--- config.mk ---
export PLATFORM = sky130hd
export DESIGN_NAME = dram_page_watch
export DESIGN_NICKNAME = d
export VERILOG_FILES = /design/src/rtl/dram_page_watch.sv
export SDC_FILE = /design/constraint.sdc
export NUM_CORES = 1
export LEC_CHECK = 0
export CAP_MARGIN = 40
export CORE_UTILIZATION = 51
export DETAILED_ROUTE_END_ITERATION = 8
export GPL_ROUTABILITY_DRIVEN = 0
export HOLD_SLACK_MARGIN = 0.02
export PLACE_DENSITY_LB_ADDON = 0.08
export SETUP_SLACK_MARGIN = 0.3
export SLEW_MARGIN = 10
export SYNTH_ARGS = -nofsm -noshare
export SYNTH_HDL_FRONTEND = slang
export SYNTH_SLANG_ARGS = --single-unit
--- constraint.sdc ---
create_clock -name clk -period 3.79 [get_ports clk]
set_clock_uncertainty 0.05 [all_clocks]
set_input_delay 1.137 -clock clk [delete_from_list [all_inputs] [get_ports clk]]
set_output_delay 1.137 -clock clk [all_outputs]
set_load 0.02 [all_outputs]
--- src/rtl/dram_page_watch.sv ---
module dram_page_watch #(
  parameter int ADDR_W     = 32,
  parameter int BANK_W     = 2,
  parameter int SIZE_W     = 3,
  parameter int BASE_SHIFT = 8
) (
  input  logic              clk,
  input  logic              rst_n,
  input  logic              acc_valid,
  input  logic [ADDR_W-1:0] acc_addr,
  input  logic [BANK_W-1:0] acc_bank,
  input  logic [SIZE_W-1:0] page_sel,
  output logic              page_cross
);

  localparam int MAX_SHIFT = BASE_SHIFT + (1 << SIZE_W) - 1;

  logic [ADDR_W-1:0] page_mask;
  logic [ADDR_W-1:0] cur_page;
  logic [ADDR_W-1:0] ref_page;
  logic [SIZE_W-1:0] ref_sel;
  logic              have_ref;
  logic              bank0_hit;
  logic              cross_now;

  assign bank0_hit = acc_valid && (acc_bank == '0);
  assign page_mask = {ADDR_W{1'b1}} << (BASE_SHIFT + int'(page_sel));
  assign cur_page  = acc_addr & page_mask;
  assign cross_now = !have_ref || (page_sel != ref_sel) || (cur_page != ref_page);

  always_ff @(posedge clk) begin
    if (!rst_n) begin
      page_cross <= 1'b0;
      ref_page   <= '0;
      ref_sel    <= '0;
      have_ref   <= 1'b0;
    end else if (bank0_hit) begin
      page_cross <= cross_now;
      ref_page   <= cur_page;
      ref_sel    <= page_sel;
      have_ref   <= 1'b1;
    end
  end

  initial begin
    assert_shift_fits_R1: assert (MAX_SHIFT < ADDR_W)
      else $error("page size exceeds address width");
  end

  assert_reset_low_R7: assert property (@(posedge clk) !rst_n |=> !page_cross);

  assert_idle_hold_R3: assert property (@(posedge clk) disable iff (!rst_n)
    !acc_valid |=> $stable(page_cross));

  assert_other_bank_hold_R4: assert property (@(posedge clk) disable iff (!rst_n)
    (acc_valid && acc_bank != '0) |=> $stable(page_cross));

  assert_first_cross_R5: assert property (@(posedge clk) disable iff (!rst_n)
    (bank0_hit && !have_ref) |=> page_cross);

  assert_size_change_R6: assert property (@(posedge clk) disable iff (!rst_n)
    (bank0_hit && have_ref && page_sel != ref_sel) |=> page_cross);

  assert_repeat_same_R2: assert property (@(posedge clk) disable iff (!rst_n)
    (bank0_hit && $past(rst_n) && $past(bank0_hit) && $stable(acc_addr) && $stable(page_sel))
      |=> !page_cross);

endmodule

==> out/summary.txt, run 1 <==
CTS tree = done
Mapped Cells = 177
Leading area contributor after synthesis = dfxtp_1
Final worst path period share = 0.740
Largest net degree at the start of global routing = 32
Total global-route track usage = 0.228
Final min period = 2.80 ns
CP cell instances = clkdlybuf4s50_1 -> or3b_4 -> nor4_1 -> nand2_1 -> nor4_2 -> a21oi_1
DP HPWL = 2220 µm
Root buffer cell = clkbuf_4
Max-slew violation count = 0
Finished Cell Area = 0.00187 mm²
Setup crit end kind = flip-flop
Status = finished, final reports clean
Yosys top cell area share = 0.395
Worst-Skew Late Latency = 0.32 ns
Post-CTS setup buffers = 0
CP Max Fanout = 31
Clk slew on worst S/H paths = 0.09 ns
Setup CP Type = input port to flip-flop
Core area = 0.00273 mm²
Final setup fails = 0
Final WL = 3160 µm
Max-Slew Margin vs Limit = 0.436
Setup TNS = 0 ns
CTS H-tree lvls = 2
RSZ-0062 raised after global routing = no
First-pass GRT wire length = 5460 µm
Maxcap violations = 0
CTS Buf Count = 5
Share of layout cells above drive strength 1 = 0.0577
Most frequent cells in the layout = 54 x nand2_1, 32 x clkdlybuf4s50_1, 29 x dfxtp_1, 23 x a21boi_0, 17 x xor2_1
Final nets = 247
Io pins = 41
Die area = 0.00310 mm²
Area growth syn-to-layout = 27.5%
Top cells by area, synth = dfxtp_1 39%, nand2_1 14%, a21boi_0 12%
P_leak = 0.688 nW
Cts hold-fix bufs = 0
Hold Vio Cnt, Final = 0
Num Clock Sinks = 29
Cts repair resizes = 0
Sequential element share of the synthesized area = 0.395
Least-Margin Pin Slew = 0.844 ns
Vias in the first global route = 1264
Worst vdd ir = 0.368 mV
Yosys reg bits = 29
FP Rows = 19
Fillers = 229
Hold WC Path Type = flip-flop to flip-flop
GRT Residual Overflow = 0
PortBufs = 32
Final core utilization = 0.686
Vias per Instance = 5.32
Chip Height = 55.7 µm
Netlist cell types = 33
Fmax = 0.357 GHz
DRC violations left = 0
Drt wl/cell = 13.2 µm
Mapped Area = 0.00147 mm²
Synth warn = 0
Horiz. Die Dim = 55.7 µm
Starting Density = 0.538
CP max stage delay = 0.54 ns
Diode count = 0
Initial antenna violation count = 0
Routed via count = 1272
Startpoint types = input port
Power density over the cells = 363 mW/mm²
DR iter-0 viols = 30
Worst path required time = 3.95 ns
Commonest non-fill, non-tap cell in the layout = nand2_1
Avg Inst Size Synth = 8.31 µm²
Worst Path Arrival = 2.96 ns
Post-DRT Antenna Nets = 0
TritonRoute pass-1 iters = 4
Total nets after synthesis = 217
Clk buf depth = 2
Dpl cell area = 0.00179 mm²
Slowest stage cell, crit path = or3b_4
==> layer usage <==
metal  routed length [µm]  vias to the layer above  track usage
li1                     -                      649            -
met1                 1300                      577        0.244
met2                 1600                       37        0.404
met3                  179                        9       0.0698
met4                   79                        0        0.111
met5                    0                        -            0
==> worst paths after layout <==
check	from	to	slack [ns]	depth (start not counted)
max	acc_valid	page_cross	0.99	6
min	ref_sel[0]	ref_sel[0]	0.43	2
max reg2reg	ref_page[13]	page_cross	2.22	5
min reg2reg	ref_sel[0]	ref_sel[0]	0.43	2
==> critical path, delay by kind of cell <==
family	cells	cell delay, ns
simple gates	4	1.25
buf+inv	1	0.47
compound gates	1	0.11
==> cell families after synthesis <==
family / synth area share
flops: 0.395
simple gates: 0.248
compound gates: 0.177
buf+inv: 0.0374
xor+xnor: 0.143
==> cells in the mapped netlist <==
master     instances
nor4b_2            1
a2111oi_1          1
nor3b_1            1
buf_1              1
clkbuf_1           6
a2bb2oi_1          1
o2111ai_1          1
nor4_1             4
nand4_1            1
a21oi_1            2
nand2b_1           3
nor3b_2            1
o21a_1             1
a21boi_1           1
and2_1             2
xnor2_1            7
nand2_1           54
nor3_1             1
nand3_1            3
or4_1              1
a2111oi_0          1
buf_2              2
a31oi_1            1
xor2_1            17
o21ai_0            4
a21boi_0          23
nor4_2             1
buf_6              1
or3b_4             1
dfxtp_1           29
inv_1              2
and3_1             1
nor2b_1            1
==> state kept, by name (all words and copies together), names as in the netlist <==
name        count
ref_page       24
ref_sel         3
have_ref        1
page_cross      1
==> final cells by class <==
type,count,area [µm²],share of cell area
flip-flops and latches,29,581,0.310
inverters,2,7.51,0.00401
well taps,31,38.8,0.0207
multi-input cells,136,835,0.445
clock inverters,1,30.0,0.0160
clock buffers,7,55.1,0.0294
repair buffers,33,328,0.175
==> through the flow <==
step / instances / worst slack [ns] / power (mW) / hold WS [ns]
2_1_floorplan: 177 / 1.46 / 0.374 / 0.390
3_3_place_gp: 231 / 0.670 / 0.419 / 0.400
3_5_place_dp: 231 / 0.661 / 0.423 / 0.414
4_1_cts: 239 / 0.998 / 0.687 / 0.434
5_1_grt: 239 / 0.909 / 0.709 / 0.460
6_report: 239 / 0.986 / 0.681 / 0.429
==> power breakdown <==
group	switching (mW)	leakage (nW)	internal [mW]	total (mW)
Sequential	0.00635	0.236	0.314	0.320
Clock	0.107	0.0455	0.157	0.265
Combinational	0.0414	0.407	0.0537	0.0951
Total	0.155	0.688	0.525	0.681
Power figures use the tool's default switching activity.
==> inputs of run 2 (changes only) <==
--- a/config.mk
+++ b/config.mk
@@ -6,7 +6,7 @@
 export NUM_CORES = 1
 export LEC_CHECK = 0
 export CAP_MARGIN = 40
-export CORE_UTILIZATION = 51
+export CORE_UTILIZATION = 42
 export DETAILED_ROUTE_END_ITERATION = 8
 export GPL_ROUTABILITY_DRIVEN = 0
 export HOLD_SLACK_MARGIN = 0.02
==> constraint.sdc (replaced) <==
create_clock -name clk -period 2.4 [get_ports clk]
set_clock_uncertainty 0.05 [all_clocks]
set_input_delay 0.72 -clock clk [delete_from_list [all_inputs] [get_ports clk]]
set_output_delay 0.72 -clock clk [all_outputs]
set_load 0.02 [all_outputs]
==> run 2 against run 1 <==
Sequential share of layout area fell by 1.7 points. Routed wire length rose by 2.0%. Final cell count rose by 10%. Setup slack got worse by 0.61 ns. Core utilization fell by 9.2 points. Via count fell by 1.3%. Total power rose by 49%. Non-clock buffer count rose by 9.
==> out/summary.txt, run 2 (synthesized netlist as in run 1, its figures left out) <==
Root buffer cell = clkbuf_4
CTS tree = done
Sw Pwr = 0.255 mW (+64%)
Worst path required time = 1.63 ns (-2.32 ns)
Power Internal = 0.757 mW (+44%)
DRC violations left = 0 (unchanged)
TritonRoute pass-1 iters = 4 (unchanged)
R2r setup slk = 0.85 ns (-1.37 ns)
Die area = 0.00374 mm² (+21%)
Setup slack after layout = 0.374 ns (-0.612 ns)
Least-Margin Pin Slew = 0.355 ns (-0.489 ns)
Clk buf depth = 2 (unchanged)
Total power draw = 1.01 mW (+49%)
Setup crit end kind = primary output
Status = finished, final reports clean
Diode count = 0 (unchanged)
CP cell instances = clkdlybuf4s50_1
Max-slew violation count = 0 (unchanged)
Clk slew on worst S/H paths = 0.10 ns (about the same)
Dpl cell area = 0.00189 mm² (+5.5%)
Worst-Skew Late Latency = 0.32 ns (about the same)
Most frequent cells in the layout = 54 x nand2_1, 29 x dfxtp_1, 25 x clkdlybuf4s50_1, 23 x a21boi_0, 17 x xor2_1
Final core utilization = 0.594 (-0.0920)
Share of layout cells above drive strength 1 = 0.111 (+0.0529)
Max reg flops = 24 (unchanged)
Startpoint types = flip-flop
Vias per Instance = 4.78 (-10%)
Core area = 0.00334 mm² (+22%)
Clock group share of total power = 0.340 (-0.049)
Max-Slew Margin vs Limit = 0.758 (+0.322)
Area growth syn-to-layout = 34.7%
CP Max Fanout = 2 (-94%)
Switching share of total power = 0.252 (+0.0237)
Vias in the first global route = 1195 (-5.5%)
CP max stage delay = 0.60 ns (+0.06 ns)
Setup CP Type = flip-flop to primary output
Comb pwr share = 0.161 (+0.021)
Commonest non-fill, non-tap cell in the layout = nand2_1
Setup TNS = 0 ns (unchanged)
Num Clock Sinks = 29 (unchanged)
CTS H-tree lvls = 2 (unchanged)
Hold Vio Cnt, Final = 0 (unchanged)
Final min period = 2.03 ns
Largest net degree at the start of global routing = 31 (-3.1%)
Final setup fails = 0 (unchanged)
CTS Buf Count = 5 (unchanged)
Worst vdd ir = 0.308 mV (-16%)
Sequential fraction of design power = 0.499 (+0.028)
RSZ-0062 raised after global routing = no
Largest reg by FF count = ref_page
Buf+Inv Stages, Crit Path = 1 (unchanged)
GRT Residual Overflow = 0 (unchanged)
Final WL = 3220 µm (+2.0%)
Slowest stage cell, crit path = clkdlybuf4s50_1
Io pins = 41 (unchanged)
Chip Height = 61.2 µm (+9.8%)
Worst Path Arrival = 1.26 ns (-1.70 ns)
Maxcap violations = 0 (unchanged)
Hold WC Path Type = flip-flop to flip-flop
FP Rows = 21 (+2)
DP HPWL = 2240 µm (+1.0%)
Fmax = 0.494 GHz
Largest regs = ref_page: 24 flops, ref_sel: 3 flops
Post-Place Setup Slack = -0.142 ns (-0.804 ns)
Starting Density = 0.441 (-0.0972)
PortBufs = 32 (unchanged)
Final worst path period share = 0.844
Total global-route track usage = 0.190 (-0.0385)
DR iter-0 viols = 53 (+77%)
Finished Cell Area = 0.00198 mm² (+5.7%)
Initial antenna violation count = 0 (unchanged)
Power density over the cells = 511 mW/mm² (+41%)
Crit path max-delay family = buffers and inverters
Routed via count = 1256 (-1.3%)
Final nets = 256 (+3.6%)
First-pass GRT wire length = 5100 µm (-6.6%)
Drt wl/cell = 12.3 µm (-7.3%)
P_leak = 0.753 nW (+9.5%)
Horiz. Die Dim = 61.2 µm (+9.8%)
Post-DRT Antenna Nets = 0 (unchanged)
Fillers = 338 (+48%)
## run 2: layout make-up
cell class	count	area, µm²	area share
clock buffers	7	65.1	0.0328
clock inverters	1	5.00	0.00253
inverters	2	7.51	0.00379
multi-input cells	136	862	0.435
flip-flops and latches	29	581	0.293
well taps	46	57.6	0.0291
repair buffers	42	403	0.203
## run 2: what timing repair did
item / in CTS / in global routing
setup endpoints to repair: 1 / 1
pin swaps: 3 / 2
setup buffers: 0 / 0
resized for setup: 8 / 3
hold buffers: 0 / 0
## run 2: final timing paths
path,from,endpoint,cells after the start
min reg2reg,ref_sel[0],ref_sel[0],2
max,page_cross,page_cross,1
max reg2reg,ref_page[22],page_cross,5
min,ref_sel[0],ref_sel[0],2
## run 2: stage by stage
step / instances / hold slack, ns
final: 263 / 0.419
after global routing: 263 / 0.440
after CTS: 263 / 0.421
after detailed placement: 255 / 0.408
after global placement: 255 / 0.399
after floorplan: 177 / 0.390
## run 2: layer usage
| layer | part of all wire | up-vias | track usage |
|---|---|---|---|
| met5 | 0 | - | 0 |
| met3 | 0.045 | 4 | 0.0609 |
| met4 | 0.012 | 0 | 0.0584 |
| li1 | - | 669 | - |
| met2 | 0.48 | 21 | 0.342 |
| met1 | 0.46 | 562 | 0.211 |
## run 2: power groups by stage
stage,Combinational [mW],Clock [mW],Sequential [mW]
2_1_floorplan,0.0751,0,0.516
3_3_place_gp,0.161,0,0.516
3_5_place_dp,0.163,0,0.517
4_1_cts,0.162,0.354,0.506
5_1_grt,0.178,0.374,0.508
6_report,0.163,0.344,0.506
==> inputs of run 3 (changes only) <==
--- a/config.mk
+++ b/config.mk
@@ -6,7 +6,7 @@
 export NUM_CORES = 1
 export LEC_CHECK = 0
 export CAP_MARGIN = 40
-export CORE_UTILIZATION = 42
+export CORE_UTILIZATION = 47
 export DETAILED_ROUTE_END_ITERATION = 8
 export GPL_ROUTABILITY_DRIVEN = 0
 export HOLD_SLACK_MARGIN = 0.02
==> constraint.sdc (replaced) <==
create_clock -name clk -period 2.1 [get_ports clk]
set_clock_uncertainty 0.05 [all_clocks]
set_input_delay 0.63 -clock clk [delete_from_list [all_inputs] [get_ports clk]]
set_output_delay 0.63 -clock clk [all_outputs]
set_load 0.02 [all_outputs]
==> run 3 against run 2 <==
The flow now finishes with violations (DRC). Hold slack better by 0.012 ns. Clock power down 5%. Critical path depth up 5. Flip-flop and latch count did not move. Global-route usage is 3.8 points higher. Setup slack lost 0.026 ns. Cell area grew 3.9%. Die area fell by 10%. Largest cell class unchanged. Sequential power rose by 14%. Highest routed layer unchanged. Combinational power rose by 23%. Critical endpoint is now page_cross.
==> out/summary.txt, run 3 (synthesized netlist as in run 1, its figures left out) <==
Initial antenna violation count = 0 (unchanged)
Vias in the first global route = 1364 (+14%)
R2R depth = 5 (unchanged)
Worst-Skew Late Latency = 0.33 ns (about the same)
Die area = 0.00336 mm² (-10%)
FP Rows = 19 (-9.5%)
Hold Vio Cnt, Final = 0 (unchanged)
TritonRoute pass-1 iters = 6 (+2)
Setup slack after layout = 0.348 ns (-0.0258 ns)
Startpoint types = input port
Worst vdd ir = 0.411 mV (+34%)
GRT Residual Overflow = 0 (unchanged)
Total global-route track usage = 0.228 (+0.0380)
Clk buf depth = 2 (unchanged)
Largest reg by FF count = ref_page
P_leak = 0.924 nW (+23%)
Core area = 0.00285 mm² (-15%)
Least-Margin Pin Slew = 0.351 ns (-0.00340 ns)
CTS tree = done
Worst Path Arrival = 1.93 ns (+0.67 ns)
Num Clock Sinks = 29 (unchanged)
Diode count = 0 (unchanged)
RSZ-0062 raised after global routing = no
Largest regs = ref_page: 24 flops, ref_sel: 3 flops
Final WL = 3580 µm (+11%)
Post-Place Setup Slack = -0.313 ns (-0.171 ns)
CTS H-tree lvls = 2 (unchanged)
Routed via count = 1329 (+5.8%)
CTS Buf Count = 5 (unchanged)
RR Endpoint = page_cross
Max-slew violation count = 0 (unchanged)
Largest net degree at the start of global routing = 31 (unchanged)
Setup crit end kind = flip-flop
CP Max Fanout = 3 (+1)
Post-DRT Antenna Nets = 0 (unchanged)
Hold Crit Start = ref_page[29]
Power density over the cells = 537 mW/mm² (+5.1%)
Vias per Instance = 5.34 (+12%)
Setup CP Type = input port to flip-flop
Root buffer cell = clkbuf_4
Hold endpoint = ref_page[29]
Chip Height = 57.9 µm (-5.3%)
Area growth syn-to-layout = 39.9%
R2r setup slk = 0.50 ns (-0.35 ns)
Commonest non-fill, non-tap cell in the layout = nand2_1
Failing checks = DRC
Drt wl/cell = 14.4 µm (+17%)
Hold WC Path Type = flip-flop to flip-flop
DRC violations left = 1 (+1)
Horiz. Die Dim = 57.9 µm (-5.3%)
Maxcap violations = 0 (unchanged)
Final setup fails = 0 (unchanged)
Cts hold-fix bufs = 0 (unchanged)
Final nets = 257 (+0.39%)
Status = finished with violations
Fmax = 0.571 GHz
Post-CTS setup buffers = 0 (unchanged)
Max-Slew Margin vs Limit = 0.765 (+0.00779)
Starting Density = 0.515 (+0.0748)
Reg2reg start = ref_page[30]
Clk slew on worst S/H paths = 0.10 ns (about the same)
First-pass GRT wire length = 5640 µm (+11%)
Max reg flops = 24 (unchanged)
PortBufs = 32 (unchanged)
Most frequent cells in the layout = 53 x nand2_1, 29 x dfxtp_1, 23 x a21boi_0, 19 x dlymetal6s2s_1, 17 x xor2_1
Final min period = 1.75 ns
DP HPWL = 2420 µm (+8.0%)
Io pins = 41 (unchanged)
DR iter-0 viols = 41 (-23%)
Share of layout cells above drive strength 1 = 0.147 (+0.0362)
Worst path required time = 2.28 ns (+0.65 ns)
Final core utilization = 0.721 (+0.128)
Hold Path Depth = 2 (unchanged)
Final worst path period share = 0.834
-- run 3: cell count changes in the layout (fill, tap and decap cells not counted), moves of 3 or more --
cell	previous run	this run
dlymetal6s2s_1	1	19
clkdlybuf4s50_1	25	10
dlygate4sd2_1	6	1
clkbuf_1	0	3
-- run 3: metrics by stage --
step / power, mW / cell area (µm²) / instances / hold WS [ns] / setup TNS, ns
floorplan: 0.678 / 1480 / 177 / 0.390 / 0
global placement: 0.776 / 1890 / 241 / 0.401 / -0.570
detailed placement: 0.781 / 1890 / 241 / 0.414 / -0.739
CTS: 1.11 / 1950 / 249 / 0.434 / 0
global route: 1.16 / 2060 / 249 / 0.458 / 0
finish: 1.10 / 2060 / 249 / 0.431 / 0
-- run 3: where the power goes --
group	internal [mW]	switching [mW]
sequential	0.567	0.0118
clock	0.133	0.193
combinational	0.108	0.0921
total	0.808	0.297
-- run 3: worst max-delay path by stage --
stage / from / endpoint / slack, ns
detailed placement: page_sel[2] / page_cross / -0.31
global placement: page_sel[1] / page_cross / -0.28
global route: acc_addr[9] / page_cross / 0.29
CTS: acc_addr[31] / page_cross / 0.16
finish: acc_addr[9] / page_cross / 0.35
floorplan: page_sel[2] / page_cross / 0.30
-- run 3: worst max-delay path, cell delays in order --
cell and delay [ns]:
clkdlybuf4s50_1 0.51, nand2b_4 0.08, a2111oi_4 0.35, nand2_2 0.11, nor4_4 0.14, a21oi_1 0.10
-- run 3: routing by layer --
metal	part of all wire	track usage	vias to the layer above
met2	0.53	0.406	38
met5	0	0	-
met1	0.40	0.247	610
met3	0.049	0.0491	8
li1	-	-	673
met4	0.020	0.133	0
-- run 3: repair_timing --
action	CTS	global route
pin swaps	0	13
setup endpoints to repair	6	4
resized for setup	8	32
-- run 3: layout make-up --
cell class,count,area (µm²)
sequential,29,581
timing repair buffer,43,459
clock buffer,8,48.8
fill,226,796
inverter,2,7.51
multi-input combinational,136,922
tap,31,38.8
